==> config.mk <==
export PLATFORM = sky130hd
export DESIGN_NAME = pwm_combo_timer
export DESIGN_NICKNAME = d
export VERILOG_FILES = /design/src/rtl/pwm_pkg.sv /design/src/rtl/pwm_regs.sv /design/src/rtl/pwm_prescale.sv /design/src/rtl/pwm_counter.sv /design/src/rtl/pwm_pair.sv /design/src/rtl/pwm_combo_timer.sv
export SDC_FILE = /design/constraint.sdc
export NUM_CORES = 1
export LEC_CHECK = 0
export ABC_CLOCK_PERIOD_IN_PS = 6600
export BUFFER_PORTS_ARGS = -buffer_cell sky130_fd_sc_hd__buf_2
export CORE_MARGIN = 3
export CORE_UTILIZATION = 55
export CTS_BUF_LIST = sky130_fd_sc_hd__clkbuf_8
export DETAILED_ROUTE_END_ITERATION = 12
export HOLD_SLACK_MARGIN = 0.02
export PLACE_DENSITY = 0.71
export SYNTH_ARGS = -nofsm -noshare
export SYNTH_HDL_FRONTEND = slang
export SYNTH_SLANG_ARGS = --single-unit
==> constraint.sdc <==
create_clock -name clk -period 6.6 [get_ports clk]
set_input_delay 0 -clock clk [delete_from_list [all_inputs] [get_ports clk]]
set_output_delay 0 -clock clk [all_outputs]
set_load 0.005 [all_outputs]
==> src/rtl/pwm_pkg.sv <==
package pwm_pkg;

    localparam int unsigned SRC_BITS  = 2;
    localparam int unsigned PS_BITS   = 3;
    localparam int unsigned DIV_BITS  = (1 << PS_BITS) - 1;
    localparam int unsigned PAIR_STEP = 8;

    localparam int unsigned ADR_CTRL   = 0;
    localparam int unsigned ADR_PERIOD = 1;
    localparam int unsigned ADR_POLAR  = 2;
    localparam int unsigned ADR_JOIN   = 3;

    typedef enum logic [SRC_BITS-1:0] {
        SRC_OFF = 2'd0,
        SRC_SYS = 2'd1,
        SRC_FIX = 2'd2,
        SRC_EXT = 2'd3
    } src_e;

    typedef enum logic {
        TS_HALT = 1'b0,
        TS_RUN  = 1'b1
    } tstate_e;

    typedef enum logic {
        PM_SPLIT  = 1'b0,
        PM_JOINED = 1'b1
    } pair_mode_e;

endpackage

==> src/rtl/pwm_regs.sv <==
module pwm_regs
    import pwm_pkg::*;
#(
    parameter int unsigned NCH = 8,
    parameter int unsigned CW  = 16,
    parameter int unsigned DW  = 25,
    parameter int unsigned AW  = 4
) (
    input  logic                    clk,
    input  logic                    rst_n,
    input  logic                    wr_en,
    input  logic [AW-1:0]           wr_addr,
    input  logic [DW-1:0]           wr_data,
    input  logic                    load,
    output src_e                    src,
    output logic [PS_BITS-1:0]      ps,
    output logic [NCH-1:0]          pol,
    output logic [NCH/2-1:0]        joined,
    output logic [CW-1:0]           period_act,
    output logic [NCH-1:0][CW-1:0]  cmp_act
);
    localparam int unsigned NPAIR = NCH / 2;

    logic [CW-1:0] period_sh;
    logic          unused_bits;

    assign unused_bits = ^wr_data;

    always_ff @(posedge clk or negedge rst_n) begin
        if (!rst_n) begin
            src        <= SRC_OFF;
            ps         <= '0;
            pol        <= '0;
            joined     <= '0;
            period_sh  <= '0;
            period_act <= '0;
        end else begin
            if (load) begin
                period_act <= period_sh;
            end
            if (wr_en) begin
                if (wr_addr == AW'(ADR_CTRL)) begin
                    src <= src_e'(wr_data[SRC_BITS-1:0]);
                    ps  <= wr_data[SRC_BITS +: PS_BITS];
                end
                if (wr_addr == AW'(ADR_PERIOD)) begin
                    period_sh <= wr_data[CW-1:0];
                end
                if (wr_addr == AW'(ADR_POLAR)) begin
                    pol <= wr_data[NCH-1:0];
                end
                if (wr_addr == AW'(ADR_JOIN)) begin
                    for (int p = 0; p < NPAIR; p++) begin
                        joined[p] <= wr_data[p*PAIR_STEP];
                    end
                end
            end
        end
    end

    for (genvar c = 0; c < NCH; c++) begin : g_cmp
        logic          sel;
        logic [CW-1:0] sh;

        assign sel = wr_en && (wr_addr == AW'(NCH + c));

        always_ff @(posedge clk or negedge rst_n) begin
            if (!rst_n) begin
                sh         <= '0;
                cmp_act[c] <= '0;
            end else begin
                if (load) begin
                    cmp_act[c] <= sh;
                end
                if (sel) begin
                    sh <= wr_data[CW-1:0];
                end
            end
        end
    end

    // Working copies move only on a wrap
    p_period_hold_r9: assert property (@(posedge clk) disable iff (!rst_n)
        !load |=> $stable(period_act));
    p_cmp_hold_r9: assert property (@(posedge clk) disable iff (!rst_n)
        !load |=> $stable(cmp_act));

endmodule

==> src/rtl/pwm_prescale.sv <==
module pwm_prescale
    import pwm_pkg::*;
(
    input  logic               clk,
    input  logic               rst_n,
    input  src_e               src,
    input  logic [PS_BITS-1:0] ps,
    input  logic               fix_tick,
    input  logic               ext_tick,
    output logic               tick
);
    tstate_e             state_q, state_d;
    logic [DIV_BITS-1:0] div_q;
    logic [DIV_BITS-1:0] mask;
    logic                src_en;

    always_ff @(posedge clk or negedge rst_n) begin
        if (!rst_n) begin
            state_q <= TS_HALT;
        end else begin
            state_q <= state_d;
        end
    end

    always_comb begin
        state_d = state_q;
        unique case (state_q)
            TS_HALT: if (src != SRC_OFF) state_d = TS_RUN;
            TS_RUN:  if (src == SRC_OFF) state_d = TS_HALT;
            default: state_d = TS_HALT;
        endcase
    end

    always_comb begin
        src_en = 1'b0;
        if (state_q == TS_RUN) begin
            unique case (src)
                SRC_OFF: src_en = 1'b0;
                SRC_SYS: src_en = 1'b1;
                SRC_FIX: src_en = fix_tick;
                SRC_EXT: src_en = ext_tick;
                default: src_en = 1'b0;
            endcase
        end
        mask = ~({DIV_BITS{1'b1}} << ps);
        tick = src_en && ((div_q & mask) == mask);
    end

    always_ff @(posedge clk or negedge rst_n) begin
        if (!rst_n) begin
            div_q <= '0;
        end else if (src_en) begin
            div_q <= div_q + 1'b1;
        end
    end

    // No step may come while the source field reads off
    p_no_tick_off_r2: assert property (@(posedge clk) disable iff (!rst_n)
        (src == SRC_OFF) |-> !tick);

endmodule

==> src/rtl/pwm_counter.sv <==
module pwm_counter #(
    parameter int unsigned CW = 16
) (
    input  logic          clk,
    input  logic          rst_n,
    input  logic          tick,
    input  logic [CW-1:0] period,
    output logic [CW-1:0] cnt,
    output logic          wrap
);
    assign wrap = tick && (cnt == period);

    always_ff @(posedge clk or negedge rst_n) begin
        if (!rst_n) begin
            cnt <= '0;
        end else if (tick) begin
            cnt <= wrap ? '0 : cnt + 1'b1;
        end
    end

    // Steps between wraps add exactly one
    p_step_r4: assert property (@(posedge clk) disable iff (!rst_n)
        (tick && !wrap) |=> (cnt == CW'($past(cnt) + 1'b1)));
    p_wrap_zero_r4: assert property (@(posedge clk) disable iff (!rst_n)
        wrap |=> (cnt == '0));

endmodule

==> src/rtl/pwm_pair.sv <==
module pwm_pair
    import pwm_pkg::*;
#(
    parameter int unsigned CW = 16
) (
    input  logic          clk,
    input  logic          rst_n,
    input  logic [CW-1:0] cnt,
    input  logic [CW-1:0] period,
    input  logic [CW-1:0] cmp_e,
    input  logic [CW-1:0] cmp_o,
    input  logic          pol_e,
    input  logic          pol_o,
    input  logic          join_en,
    output logic          out_e,
    output logic          out_o
);
    pair_mode_e mode;
    logic       act_e, act_o;

    function automatic logic edge_active(input logic [CW-1:0] c,
                                         input logic [CW-1:0] value,
                                         input logic [CW-1:0] top);
        if (value == '0) return 1'b0;
        if (value >= top) return 1'b1;
        return c < value;
    endfunction

    assign mode = join_en ? PM_JOINED : PM_SPLIT;

    always_comb begin
        act_e = 1'b0;
        act_o = 1'b0;
        unique case (mode)
            PM_SPLIT: begin
                act_e = edge_active(cnt, cmp_e, period);
                act_o = edge_active(cnt, cmp_o, period);
            end
            PM_JOINED: begin
                act_e = (cnt >= cmp_e) && (cnt < cmp_o);
                act_o = 1'b0;
            end
            default: begin
                act_e = 1'b0;
                act_o = 1'b0;
            end
        endcase
    end

    assign out_e = act_e ^ pol_e;
    assign out_o = act_o ^ pol_o;

    // Odd channel rests while joined
    p_odd_rest_r8: assert property (@(posedge clk) disable iff (!rst_n)
        join_en |-> (out_o == pol_o));
    // Empty joined window keeps the even output inactive
    p_empty_window_r8: assert property (@(posedge clk) disable iff (!rst_n)
        (join_en && (cmp_e >= cmp_o)) |-> (out_e == pol_e));
    // Zero compare in split mode never activates
    p_zero_cmp_r5: assert property (@(posedge clk) disable iff (!rst_n)
        (!join_en && (cmp_e == '0)) |-> (out_e == pol_e));

endmodule

==> src/rtl/pwm_combo_timer.sv <==
module pwm_combo_timer
    import pwm_pkg::*;
#(
    parameter int unsigned NCH = 8,
    parameter int unsigned CW  = 16,
    parameter int unsigned AW  = $clog2(2 * NCH),
    parameter int unsigned DW  = ((NCH/2 - 1) * PAIR_STEP + 1 > CW) ?
                                 (NCH/2 - 1) * PAIR_STEP + 1 : CW
) (
    input  logic           clk,
    input  logic           rst_n,
    input  logic           fix_tick,
    input  logic           ext_tick,
    input  logic           wr_en,
    input  logic [AW-1:0]  wr_addr,
    input  logic [DW-1:0]  wr_data,
    output logic [CW-1:0]  count_o,
    output logic [NCH-1:0] pwm_o
);
    localparam int unsigned NPAIR = NCH / 2;

    src_e                   src;
    logic [PS_BITS-1:0]     ps;
    logic [NCH-1:0]         pol;
    logic [NPAIR-1:0]       joined;
    logic [CW-1:0]          period_act;
    logic [NCH-1:0][CW-1:0] cmp_act;
    logic                   tick;
    logic                   wrap;
    logic [CW-1:0]          cnt;

    pwm_regs #(.NCH(NCH), .CW(CW), .DW(DW), .AW(AW)) u_regs (
        .clk        (clk),
        .rst_n      (rst_n),
        .wr_en      (wr_en),
        .wr_addr    (wr_addr),
        .wr_data    (wr_data),
        .load       (wrap),
        .src        (src),
        .ps         (ps),
        .pol        (pol),
        .joined     (joined),
        .period_act (period_act),
        .cmp_act    (cmp_act)
    );

    pwm_prescale u_pre (
        .clk      (clk),
        .rst_n    (rst_n),
        .src      (src),
        .ps       (ps),
        .fix_tick (fix_tick),
        .ext_tick (ext_tick),
        .tick     (tick)
    );

    pwm_counter #(.CW(CW)) u_cnt (
        .clk    (clk),
        .rst_n  (rst_n),
        .tick   (tick),
        .period (period_act),
        .cnt    (cnt),
        .wrap   (wrap)
    );

    for (genvar p = 0; p < NPAIR; p++) begin : g_pair
        pwm_pair #(.CW(CW)) u_pair (
            .clk     (clk),
            .rst_n   (rst_n),
            .cnt     (cnt),
            .period  (period_act),
            .cmp_e   (cmp_act[2*p]),
            .cmp_o   (cmp_act[2*p+1]),
            .pol_e   (pol[2*p]),
            .pol_o   (pol[2*p+1]),
            .join_en (joined[p]),
            .out_e   (pwm_o[2*p]),
            .out_o   (pwm_o[2*p+1])
        );
    end

    assign count_o = cnt;

    // Source off freezes the counter
    p_freeze_r2: assert property (@(posedge clk) disable iff (!rst_n)
        (src == SRC_OFF) |=> $stable(cnt));
    // Counter never passes the working period
    p_in_range_r4: assert property (@(posedge clk) disable iff (!rst_n)
        cnt <= period_act);

endmodule

==> results of run 1 <==
registers in the layout (all words and copies together), names as in the netlist:
register and count:
u_pre.state_q 1, u_regs.pol 8, u_cnt.cnt 16, u_regs.cmp_act 128, u_regs.period_act 16, u_regs.period_sh 16
u_regs.g_cmp.sh 128, u_regs.joined 4, u_regs.src 2, u_pre.div_q 7, u_regs.ps 3
power groups by stage:
stage / clock, mW / combinational (mW) / sequential [mW]
2_1_floorplan: 0 / 0.438 / 2.43
3_3_place_gp: 0 / 0.629 / 2.45
3_5_place_dp: 0 / 0.651 / 2.46
4_1_cts: 2.05 / 0.667 / 2.43
5_1_grt: 2.15 / 0.730 / 2.47
6_report: 2.02 / 0.663 / 2.44
layer usage:
metal / share of wire / wire (um)
met5: 0 / 0
met4: 0.034 / 1810
met3: 0.087 / 4690
met2: 0.43 / 23100
met1: 0.45 / 24200
area by class of cell:
| cell class | count | area (um2) |
|---|---|---|
| fillers | 2690 | 12100 |
| multi-input cells | 1257 | 9640 |
| flip-flops and latches | 329 | 8230 |
| clock buffers | 81 | 1110 |
| repair buffers | 93 | 651 |
| well taps | 442 | 553 |
| inverters | 147 | 552 |
| clock inverters | 22 | 140 |
cell families after synthesis:
group | Yosys count
adders and majority gates | 254
DFF | 329
xor gates and xnor gates | 38
buffers and inverters | 216
muxes | 163
and+or+nand+nor | 419
AOI/OAI and AO/OA | 383
worst max-delay path by stage:
stage,end
6_report,pwm_o[3]
2_1_floorplan,pwm_o[6]
5_1_grt,pwm_o[3]
4_1_cts,pwm_o[3]
3_5_place_dp,u_cnt.cnt[0]$_DFFE_PN0P_
3_3_place_gp,u_cnt.cnt[0]$_DFFE_PN0P_
synth_stat cells (30+ instances only):
| library cell | instances | area (um2) |
|---|---|---|
| nor2_1 | 49 | 184 |
| o21ai_1 | 51 | 255 |
| nor4_1 | 40 | 250 |
| a21o_1 | 36 | 270 |
| xor2_1 | 30 | 263 |
| a21oi_1 | 93 | 465 |
| inv_1 | 147 | 552 |
| ha_1 | 254 | 3180 |
| nand4_1 | 45 | 282 |
| mux2_2 | 163 | 1840 |
| nand3_1 | 32 | 160 |
| clkbuf_1 | 32 | 120 |
| dfrtp_1 | 329 | 8230 |
| o21ai_0 | 131 | 656 |
| nand2_1 | 184 | 691 |
critical path: stages (launching register included):
cell     delay, ns
dfrtp_1       0.39
inv_1         0.63
ha_1          0.38
and4_1        0.17
nand3_1       0.09
nor3_1        0.06
o41ai_1       0.65
a21oi_1       0.15
o41ai_1       0.89
xnor2_1       0.21
buf_2         0.15
metrics by stage:
step	instance area, um2	hold slack [ns]	setup WS, ns
floorplan	18700	-0.296	4.07
global placement	19400	0.144	2.80
detailed placement	19400	0.152	2.76
CTS	20900	0.0205	2.31
global route	20900	0.0598	2.08
finish	20900	-0.0381	2.17
==> flow_summary_export.csv, run 1 <==
group,metric,value,unit
finish,antenna_cells,0,
timing,fmaxAchievable,226,MHz
synth,syn_avg_cell_area,10.4,um2
timing,hold_viol,7,
route,drc,0,
timing,finalCriticalPeriod,4.43,ns
synth,synthMuxAreaShare,0.0980,
power_and_ir_drop,peakVddDrop,0.000248,V
worst_hold_path,hp-class,"in2async",
die,die_area,36300,um2
global_route,grt_max_degree,182,
synth,synthXorXnorAreaFrac,0.0178,
route,via_per_inst,6.13,
place,gp_congestion,0.939,
synth,synthSimpleGateAreaFrac,0.107,
setup_path,cp-startpoint,"u_regs.period_act[8]$_DFFE_PN0P_",
clocking,clkLatencyLatePin,0.68,ns
setup_path,cp_max_fo,9,
route,routed_wl,53800,um
power_and_ir_drop,power_leakage,10.6,nW
global_route,gr-usage-met2,0.455,
clocking,cts.sinks,329,
synth,synth_fa_ha_area_frac,0.170,
finish,stdcell_count,2371,
setup_path,r2r-start,"u_cnt.cnt[13]$_DFFE_PN0P_",
finish,final_common_cell,"dfrtp_1",
die,row_count,66,
place,dpl.cell_count,2246,
place,portBuffers,50,
global_route,grt-busiest-layer,"met2",
power_and_ir_drop,switching_power,1.38,mW
clocking,cts_resized,0,
setup_path,worst_ep_arrival_time,4.43,ns
finish,final_core_util,0.632,
die,die_w,191,um
synth,synth_cell_types,55,
synth,synthesis.nets,2090,
timing,finalMaxSlewViolations,0,
die,start_util,0.567,
clocking,htree_levels,2,
synth,synth_edf_count,0,
finish,final_cell_mix,"329 x dfrtp_1, 254 x ha_1, 184 x nand2_1",
power_and_ir_drop,clockPowerShare,0.394,
setup_path,cp-end-kind,"primary output",
die,num_io_pins,58,
route,ant_nets,0,
route,num_vias,14500,
synth,syn_area,18700,um2
clocking,numCtsBuffers,58,
route,post_drt_wl_per_cell,22.7,um
power_and_ir_drop,finalPower,5.11,mW
global_route,grt_pass1_vias,14200,
power_and_ir_drop,p_comb_frac,0.130,
die,die-height,191,um
clocking,cts.path.max_buffers,3,
timing,fin_worst_skew,0.0400,ns
power_and_ir_drop,seqPwrFrac,0.476,
synth,seq_area_frac_synth,0.440,
global_route,met3_usage,0.0748,
die,core_area,33000,um2
power_and_ir_drop,p_sw_frac,0.271,
timing,tightest_slew,1.21,ns
setup_path,reg2regPathDepth,6,
route,firstDrtPassIters,5,
timing,slew_headroom,0.190,
clocking,cts_hold_buffers,22,
global_route,grt_pass1_wl,83000,um
status,outcome,"finished, violations left",
clocking,cts_root_buf,"clkbuf_8",
finish,synthToLayoutAreaGrowth,11.5,%
clocking,cts_tree,"built",
timing,fin_crit_sh,0.671,
synth,synth_ff_type,"dfrtp_1",
setup_path,worstSetupPathType,"reg2out",
synth,synth-seq-cells,329,
setup_path,reg2reg_slack,2.68,ns
finish,fin_nets,2174,
status,violations,"hold timing",
synth,synth_warnings,0,
timing,setup_viol,0,
global_route,antenna_found_initial,0,
global_route,grtUsageTotal,0.304,
finish,drive_above_1_share,0.176,
clocking,post_cts_buffers,0,
power_and_ir_drop,power_density,245,nW/um2
synth,syn_inst,1802,
global_route,grt_use_met1,0.433,
timing,grt_setup_unrepaired,"no",
synth,synth_compound_area_frac,0.121,
power_and_ir_drop,internal_power,3.73,mW
setup_path,start_kind,"flop",
synth,synth_top_family_by_area,"adder cells",
place,hpwl,35700,um
setup_path,r2r_end,"u_regs.cmp_act[73]$_DFFE_PN0P_",
timing,fin_tns_setup,0,ns
run,maxCapViolCount,0,
route,drt_iter0_drc,1261,
synth,async_flop_share,1.00,
setup_path,worst-endpoint-required,6.60,ns
global_route,grt_overflow,0,
clocking,clk_pin_slew_worst_paths,0.06,ns
timing,hold_ws,-0.0381,ns
Power figures use the tool's default switching activity.
==> inputs of run 2 (changes only) <==
--- a/config.mk
+++ b/config.mk
@@ -5,14 +5,14 @@
 export SDC_FILE = /design/constraint.sdc
 export NUM_CORES = 1
 export LEC_CHECK = 0
-export ABC_CLOCK_PERIOD_IN_PS = 6600
+export ABC_CLOCK_PERIOD_IN_PS = 4000
 export BUFFER_PORTS_ARGS = -buffer_cell sky130_fd_sc_hd__buf_2
 export CORE_MARGIN = 3
 export CORE_UTILIZATION = 55
 export CTS_BUF_LIST = sky130_fd_sc_hd__clkbuf_8
 export DETAILED_ROUTE_END_ITERATION = 12
 export HOLD_SLACK_MARGIN = 0.02
-export PLACE_DENSITY = 0.71
+export PLACE_DENSITY = 0.74
 export SYNTH_ARGS = -nofsm -noshare
 export SYNTH_HDL_FRONTEND = slang
 export SYNTH_SLANG_ARGS = --single-unit
==> constraint.sdc (replaced) <==
create_clock -name clk -period 4 [get_ports clk]
set_input_delay 0 -clock clk [delete_from_list [all_inputs] [get_ports clk]]
set_output_delay 0 -clock clk [all_outputs]
set_load 0.005 [all_outputs]
==> flow_summary_export.csv, run 2 (synthesis gave the netlist of run 1 again) <==
group,metric,value,unit
finish,synthToLayoutAreaGrowth,13.2,%
timing,grt_setup_unrepaired,"no",
route,ant_nets,0,
global_route,grtUsageTotal,0.313,
setup_path,start_kind,"flop",
clocking,cts_root_buf,"clkbuf_8",
timing,hold_viol,13,
route,via_per_inst,6.14,
finish,final_common_cell,"dfrtp_1",
power_and_ir_drop,seqPwrFrac,0.469,
finish,stdcell_area,21200,um2
clocking,cts.path.max_buffers,3,
route,num_vias,14700,
clocking,clk_pin_slew_worst_paths,0.06,ns
timing,setup_ws,0.256,ns
power_and_ir_drop,switching_power,2.32,mW
clocking,cts.sinks,329,
power_and_ir_drop,internal_power,6.35,mW
route,routed_wl,55700,um
die,start_util,0.567,
global_route,grt_pass1_vias,14900,
die,die_w,191,um
timing,fmaxAchievable,267,MHz
setup_path,worstSetupPathType,"reg2out",
power_and_ir_drop,power_density,409,nW/um2
clocking,post_cts_buffers,0,
route,post_drt_wl_per_cell,23.2,um
run,maxCapViolCount,0,
power_and_ir_drop,power_leakage,10.8,nW
setup_path,critPathSlowestCell,"dfrtp_1",
route,firstDrtPassIters,5,
place,placed_cell_area,19600,um2
timing,fin_worst_skew,0.0472,ns
power_and_ir_drop,clockPowerShare,0.406,
global_route,grt_overflow,0,
timing,fin_tns_setup,0,ns
status,violations,"hold timing",
die,num_io_pins,58,
worst_hold_path,hp-class,"in2async",
finish,antenna_cells,0,
timing,tightest_slew,1.08,ns
route,drt_iter0_drc,949,
place,place_ws,0.866,ns
route,route.met3.wl,3770,um
power_and_ir_drop,p_comb_frac,0.125,
clocking,clkLatencyLatePin,0.67,ns
die,row_count,66,
power_and_ir_drop,p_sw_frac,0.268,
die,die-height,191,um
finish,reg_top3,"u_regs.cmp_act (128), u_regs.g_cmp.sh (128)",
power_and_ir_drop,peakVddDrop,0.000436,V
setup_path,cp_max_fo,9,
route,met2WireLength,25500,um
timing,hold_ws,-0.0795,ns
global_route,grt_pass1_wl,85800,um
timing,setup_viol,0,
die,die_area,36300,um2
place,gp_congestion,0.941,
global_route,antenna_found_initial,1,
finish,final_cell_mix,"327 x dfrtp_1, 254 x ha_1, 184 x nand2_1",
setup_path,crit_path_cell_trace,"buf_4 -> ha_1 -> nand4_1 -> or4_4 -> o41ai_2 -> nor2_1 -> a2111oi_2 -> xor2_1 -> buf_2",
setup_path,worst_ep_arrival_time,3.74,ns
global_route,grt_max_degree,126,
setup_path,reg2reg_slack,1.08,ns
place,hpwl,37800,um
setup_path,critPathMaxStageDelay,0.79,ns
route,highest_layer,"met4",
timing,finalCriticalPeriod,3.74,ns
setup_path,worst-endpoint-required,4.00,ns
clocking,htree_levels,2,
place,portBuffers,50,
status,outcome,"finished, violations left",
route,wl_met1,22700,um
clocking,numCtsBuffers,55,
timing,slew_headroom,0.282,
finish,drive_above_1_share,0.187,
timing,finalMaxSlewViolations,0,
finish,fin_nets,2199,
timing,fin_crit_sh,0.936,
setup_path,cp-end-kind,"primary output",
clocking,cts_tree,"built",
die,core_area,33000,um2
route,drc,0,
==> run 2: worst max-delay path: cells and delay by family, from the launching register on <==
kind | cells | cell delay (ns)
buffers and inverters | 2 | 0.47
flip-flops | 1 | 0.79
AO/OA/AOI/OAI | 2 | 0.78
adder cells (fa/ha/maj) | 1 | 0.18
AND/OR/NAND/NOR | 3 | 0.65
XOR/XNOR | 1 | 0.25
==> run 2: worst paths after layout <==
| path | to | start | cells past startpoint |
|---|---|---|---|
| hold reg to reg | u_regs.cmp_act[44]$_DFFE_PN0P_ | u_regs.g_cmp[2].sh[12]$_DFFE_PN0P_ | 2 |
| setup / recovery | pwm_o[4] | u_cnt.cnt[6]$_DFFE_PN0P_ | 9 |
| max in group asynchronous | u_regs.cmp_act[19]$_DFFE_PN0P_ | rst_n | 3 |
| setup reg to reg | u_regs.cmp_act[115]$_DFFE_PN0P_ | u_cnt.cnt[4]$_DFFE_PN0P_ | 6 |
| min in group clk | u_regs.joined[2]$_DFFE_PN0P_ | wr_data[16] | 3 |
| hold / removal | u_regs.g_cmp[4].sh[12]$_DFFE_PN0P_ | rst_n | 2 |
==> run 2: what timing repair did <==
action | in CTS | in global routing
hold endpoints to repair | 288 | 0
hold buffers | 26 | 0
resized for setup | 0 | 3
endpoints found under the setup margin | 0 | 1
==> run 2: stage by stage <==
step | instances | utilization | total power [mW]
final | 2398 | 0.642 | 8.67
after global routing | 2398 | 0.642 | 9.02
after CTS | 2398 | 0.642 | 8.71
after detailed placement | 2270 | 0.594 | 5.17
after global placement | 2270 | 0.594 | 5.09
after floorplan | 1802 | - | 4.73
==> run 2: metal layers <==
metal  up-vias  track usage
met4         0        0.188
met5         -            0
met3       209       0.0506
met1      7278        0.401
li1       6688            -
met2       543        0.503
==> run 2: cell type report <==
type | count | area (um2)
clock inverter | 28 | 293
tap | 442 | 553
multi-input combinational | 1257 | 9630
timing repair buffer | 121 | 908
clock buffer | 74 | 1020
sequential | 329 | 8240
inverter | 147 | 552
fill | 2679 | 11800
==> run 2: power groups by stage <==
stage / sequential (mW) / combinational [mW] / clock, mW
detailed placement: 4.11 / 1.05 / 0
finish: 4.06 / 1.09 / 3.52
global placement: 4.09 / 1.01 / 0
floorplan: 4.01 / 0.723 / 0
global route: 4.11 / 1.20 / 3.72
CTS: 4.05 / 1.09 / 3.57
